==> src/rtl/clkdiv_pkg.sv <==
package clkdiv_pkg;

    localparam int PRE_SEL_W = 2;
    localparam int SEL_W     = 3;
    localparam int PRE_W     = 4;
    localparam int OUT_W     = 7;
    localparam int CNT_W     = 13;

    typedef enum logic {
        ST_ALIGNED,
        ST_COUNTING
    } div_state_e;

    function automatic logic [PRE_W-1:0] pre_ratio(input logic [PRE_SEL_W-1:0] code);
        return PRE_W'(1) << code;
    endfunction

    function automatic logic [OUT_W-1:0] out_ratio(input logic [SEL_W-1:0] code);
        logic [OUT_W-1:0] r;
        unique case (code)
            3'd0: r = OUT_W'(1);
            3'd1: r = OUT_W'(2);
            3'd2: r = OUT_W'(3);
            3'd3: r = OUT_W'(4);
            3'd4: r = OUT_W'(8);
            3'd5: r = OUT_W'(12);
            3'd6: r = OUT_W'(24);
            default: r = OUT_W'(64);
        endcase
        return r;
    endfunction

    function automatic logic [CNT_W-1:0] cnt_ratio(input logic [SEL_W-1:0] code);
        logic [CNT_W-1:0] r;
        unique case (code)
            3'd1: r = CNT_W'(4);
            3'd2: r = CNT_W'(12);
            3'd3: r = CNT_W'(24);
            3'd4: r = CNT_W'(64);
            3'd5: r = CNT_W'(4096);
            default: r = CNT_W'(1);
        endcase
        return r;
    endfunction

endpackage

==> src/rtl/clkdiv_ratio_stage.sv <==
module clkdiv_ratio_stage
    import clkdiv_pkg::*;
#(
    parameter int W = 8
) (
    input  logic         clk,
    input  logic         rst_n,
    input  logic         clear,
    input  logic         tick,
    input  logic [W-1:0] ratio,
    output logic         pulse
);

    div_state_e   state_q, state_d;
    logic [W-1:0] count_q, count_d;
    logic         fire;

    // Next-state logic of the period tracker
    always_comb begin
        state_d = state_q;
        count_d = count_q;
        fire    = 1'b0;
        if (clear) begin
            state_d = ST_ALIGNED;
            count_d = '0;
        end else if (tick) begin
            unique case (state_q)
                ST_ALIGNED: begin
                    if (ratio <= W'(1)) begin
                        fire = 1'b1;
                    end else begin
                        count_d = W'(1);
                        state_d = ST_COUNTING;
                    end
                end
                ST_COUNTING: begin
                    if (count_q >= ratio - W'(1)) begin
                        fire    = 1'b1;
                        count_d = '0;
                        state_d = ST_ALIGNED;
                    end else begin
                        count_d = count_q + W'(1);
                    end
                end
                default: begin
                    state_d = ST_ALIGNED;
                    count_d = '0;
                end
            endcase
        end
    end

    // State register
    always_ff @(posedge clk) begin
        if (!rst_n) begin
            state_q <= ST_ALIGNED;
            count_q <= '0;
        end else begin
            state_q <= state_d;
            count_q <= count_d;
        end
    end

    // Output register: one-cycle enable
    always_ff @(posedge clk) begin
        if (!rst_n) begin
            pulse <= 1'b0;
        end else begin
            pulse <= fire;
        end
    end

endmodule

==> src/rtl/clkdiv_sel_watch.sv <==
module clkdiv_sel_watch #(
    parameter int W = 3
) (
    input  logic         clk,
    input  logic [W-1:0] sel,
    output logic         changed
);

    logic [W-1:0] last_q;

    // Follows the select through reset as well, so a release never
    // looks like a select change.
    always_ff @(posedge clk) begin
        last_q <= sel;
    end

    assign changed = (sel != last_q);

endmodule

==> src/rtl/clkdiv_tree.sv <==
module clkdiv_tree
    import clkdiv_pkg::*;
#(
    parameter int NUM_OUT = 2,
    parameter int NUM_CNT = 2
) (
    input  logic                     clk,
    input  logic                     rst_n,
    input  logic                     slow_tick,
    input  logic                     fast_tick,
    input  logic                     src_sel,
    input  logic [PRE_SEL_W-1:0]     pre_sel,
    input  logic [NUM_OUT*SEL_W-1:0] out_sel,
    input  logic [NUM_CNT*SEL_W-1:0] cnt_sel,
    output logic [NUM_OUT-1:0]       out_tick,
    output logic [NUM_CNT-1:0]       cnt_tick
);

    localparam int UP_W = 1 + PRE_SEL_W;

    logic src_tick;
    logic up_chg;
    logic pre_pulse;

    assign src_tick = src_sel ? fast_tick : slow_tick;

    clkdiv_sel_watch #(.W(UP_W)) u_up_watch (
        .clk     (clk),
        .sel     ({src_sel, pre_sel}),
        .changed (up_chg)
    );

    clkdiv_ratio_stage #(.W(PRE_W)) u_pre (
        .clk   (clk),
        .rst_n (rst_n),
        .clear (up_chg),
        .tick  (src_tick),
        .ratio (pre_ratio(pre_sel)),
        .pulse (pre_pulse)
    );

    generate
        for (genvar i = 0; i < NUM_OUT; i++) begin : g_out
            logic own_chg;

            clkdiv_sel_watch #(.W(SEL_W)) u_watch (
                .clk     (clk),
                .sel     (out_sel[i*SEL_W +: SEL_W]),
                .changed (own_chg)
            );

            clkdiv_ratio_stage #(.W(OUT_W)) u_div (
                .clk   (clk),
                .rst_n (rst_n),
                .clear (up_chg | own_chg),
                .tick  (pre_pulse),
                .ratio (out_ratio(out_sel[i*SEL_W +: SEL_W])),
                .pulse (out_tick[i])
            );
        end

        for (genvar j = 0; j < NUM_CNT; j++) begin : g_cnt
            logic own_chg;

            clkdiv_sel_watch #(.W(SEL_W)) u_watch (
                .clk     (clk),
                .sel     (cnt_sel[j*SEL_W +: SEL_W]),
                .changed (own_chg)
            );

            clkdiv_ratio_stage #(.W(CNT_W)) u_div (
                .clk   (clk),
                .rst_n (rst_n),
                .clear (up_chg | own_chg),
                .tick  (pre_pulse),
                .ratio (cnt_ratio(cnt_sel[j*SEL_W +: SEL_W])),
                .pulse (cnt_tick[j])
            );
        end
    endgenerate

endmodule

==> config.mk <==
export PLATFORM = sky130hd
export DESIGN_NAME = clkdiv_tree
export DESIGN_NICKNAME = d
export VERILOG_FILES = /design/src/rtl/clkdiv_pkg.sv /design/src/rtl/clkdiv_ratio_stage.sv /design/src/rtl/clkdiv_sel_watch.sv /design/src/rtl/clkdiv_tree.sv
export SDC_FILE = /design/constraint.sdc
export NUM_CORES = 1
export LEC_CHECK = 0
export BUFFER_PORTS_ARGS = -buffer_cell sky130_fd_sc_hd__buf_2
export CAP_MARGIN = 20
export CORE_MARGIN = 3
export CORE_UTILIZATION = 50
export CTS_BUF_LIST = sky130_fd_sc_hd__clkbuf_16
export DETAILED_ROUTE_END_ITERATION = 10
export PLACE_DENSITY = 0.76
export SYNTH_ARGS = -nofsm -noshare
export SYNTH_HDL_FRONTEND = slang
export SYNTH_SLANG_ARGS = --single-unit
==> constraint.sdc <==
create_clock -name clk -period 3.2 [get_ports clk]
set_input_delay 0.64 -clock clk [delete_from_list [all_inputs] [get_ports clk]]
set_output_delay 0.64 -clock clk [all_outputs]
set_load 0.05 [all_outputs]
==> results_dict.tcl <==
set metrics [dict create \
    outcome "completed" \
    cp.required_ns 3.46 \
    synthCells 522 \
    avgSynthCellArea_um2 8.37 \
    cts_hold_buf 0 \
    numCtsBuffers 9 \
    ys_ff_latch 69 \
    gp_congestion 0.848 \
    p_leak_nw 1.88 \
    start_util 0.524 \
    layout_commonest_cell "dfxtp_1" \
    period_share 0.847 \
    vdd_drop_max_uv 232 \
    post_cts_resize_count 0 \
    fill_cells 747 \
    die-area_um2 9900 \
    slew-limit-headroom 0.377 \
    end_kind "register" \
    slew_violations 0 \
    drt_pass1_iterations 4 \
    design_area_um2 4790 \
    die_x_um 99.5 \
    cts_htree_levels 3 \
    crit_arrival_ns 2.97 \
    cts_tree "built" \
    drt-initial-drc-count 169 \
    layout_common_cells "dfxtp_1 (69), nor2_1 (59), ha_1 (52)" \
    hpwlAfterDp_um 6590 \
    grt.total_usage 0.195 \
    clk_path_buf_depth 2 \
    die_h_um 99.5 \
    finalPower_mw 1.90 \
    via_per_inst 5.68 \
    cp-start-kind "input pin" \
    yosysSeqAreaShare 0.316 \
    fin_setup_tns_ns 0 \
    whs_ns 0.473 \
    drive_gt1_frac 0.109 \
    grt_pass1_vias 3604 \
    final_antenna_net_count 0 \
    area_growth_pct 9.59 \
    drt_wl_total_um 8920 \
    ys.flop_type "dfxtp_1" \
    grt_setup_unrepaired "no" \
    fin_nets 610 \
    coreArea_um2 8340 \
    async_flop_share 0 \
    synth_cell_types 50 \
    grt_max_degree 21 \
    worstPathMaxFanout 9 \
    setup_viol 0 \
    wl_per_cell_um 13.8 \
    placed_cell_area_um2 4540 \
    cts_sinks 69 \
    max_freq_mhz 369 \
    clock_latency_ns 0.32 \
    max_slew.worst_pin.slew_ns 0.931 \
    dr_total_vias 3675 \
    antenna_found_initial 0 \
    maxCapViolations 0 \
    path_clk_slew_ns 0.05 \
    hp-class "in2reg" \
    io_pins 23 \
    hold_violations 0 \
    netlist_area_um2 4370 \
    cts_root_buf "clkbuf_16" \
    period_minus_slack_ns 2.71 \
    synth-edff-count 0 \
    crit_type "in2reg" \
    grt_pass1_wl_um 16100 \
    skew_ns 0.00476 \
    post_cts_buffers 0 \
    diodes 0 \
    power.density_nw_per_um2 396 \
    numPortBuffers 22 \
    final_core_util 0.574 \
    yosysWarnings 0 \
    drc 0 \
    rows 33 \
    gr-total-overflow 0 \
]
[per-layer routing]
layer	share of wire	GRT usage	vias to the layer above
met1	0.48	0.247	1721
met4	0.017	0.0830	0
li1	-	-	1875
met5	0	0	-
met2	0.47	0.322	64
met3	0.036	0.0393	15
[area by class of cell]
type                       instances  area, µm²  share of cell area
multi-input combinational        406       2770               0.578
sequential                        69       1380               0.288
clock buffer                       9        225              0.0470
timing repair buffer              31        178              0.0371
tap                              105        131              0.0274
inverter                          22       82.6              0.0172
clock inverter                     5       22.5             0.00470
[critical path, cell delays in order]
cell      delay, ns
buf_2          0.16
xor2_1         0.17
nand2b_1       0.11
ha_1           0.26
o21ai_0        0.12
a221o_1        0.31
ha_1           0.30
a21oi_1        0.15
o21ai_0        0.11
a211oi_1       0.30
buf_4          0.20
a22oi_1        0.06
nor2_1         0.09
[report_power, final]
part / switching (mW) / internal [mW]
Clock: 0.337 / 0.505
Combinational: 0.105 / 0.0748
Sequential: 0.00499 / 0.871
Total: 0.448 / 1.45
[worst paths after layout]
path                                  startpoint                                endpoint  slack [ns]  cells after the start
min                                   pre_sel[0]            u_up_watch.last_q[0]$_DFF_P_        0.47                      1
max                                   out_sel[3]  g_out[1].u_div.count_q[2]$_SDFFE_PP0P_        0.49                     13
max reg2reg               u_pre.pulse$_SDFF_PP0_  g_cnt[1].u_div.count_q[2]$_SDFFE_PP0P_        0.99                      6
min reg2reg  g_out[0].u_div.state_q$_SDFFE_PP0P_     g_out[0].u_div.state_q$_SDFFE_PP0P_        0.48                      2
[cell usage after synthesis, types with 2 or more instances]
cell type	n	share of area
a21boi_0	2	0.0034
buf_2	5	0.0057
nor2_1	59	0.051
nand3_1	25	0.029
a22oi_1	9	0.015
a31oi_1	7	0.010
nand2b_1	5	0.0072
xnor2_1	16	0.032
ha_1	52	0.15
nand4_1	18	0.026
o21a_1	2	0.0034
nor3_1	11	0.013
o221ai_1	3	0.0060
o21ai_0	18	0.021
nand2_1	44	0.038
and3_1	7	0.010
mux2i_1	5	0.011
mux2_2	5	0.013
o211ai_1	4	0.0069
dfxtp_1	69	0.32
o21bai_1	2	0.0034
clkbuf_1	14	0.012
buf_6	3	0.0077
a21oi_1	33	0.038
nor3b_1	5	0.0086
a211oi_1	9	0.015
buf_4	4	0.0069
and4_1	2	0.0040
nor4_2	2	0.0057
or4_1	2	0.0034
nor2b_1	8	0.011
or2_2	3	0.0043
inv_1	22	0.019
and2_1	5	0.0072
xor2_1	27	0.054
[sequential cells by signal, summed over array words and instances, names as in the netlist]
name and count:
g_out.u_div.count_q 14, g_cnt.u_div.count_q 26, u_up_watch.last_q 3, g_out.u_div.pulse 2, g_out.u_watch.last_q 6, g_out.u_div.state_q 2
g_cnt.u_div.pulse 2, g_cnt.u_div.state_q 2, u_pre.count_q 4, u_pre.state_q 1, g_cnt.u_watch.last_q 6, u_pre.pulse 1
[metrics by stage]
step                instances  worst slack [ns]
global route              647             0.204
CTS                       647             0.501
detailed placement        633             0.182
finish                    647             0.488
floorplan                 523             0.194
global placement          633             0.307
[cell families after synthesis]
| group | Yosys count | share of synthesized area |
|---|---|---|
| flip-flops | 69 | 0.316 |
| AO/OA/AOI/OAI | 96 | 0.139 |
| adder cells (fa/ha/maj) | 52 | 0.149 |
| XOR/XNOR | 43 | 0.0861 |
| multiplexers | 10 | 0.0243 |
| buffers and inverters | 48 | 0.0512 |
| other | 1 | 0.000858 |
| AND/OR/NAND/NOR | 203 | 0.233 |
Power figures use the tool's default switching activity.
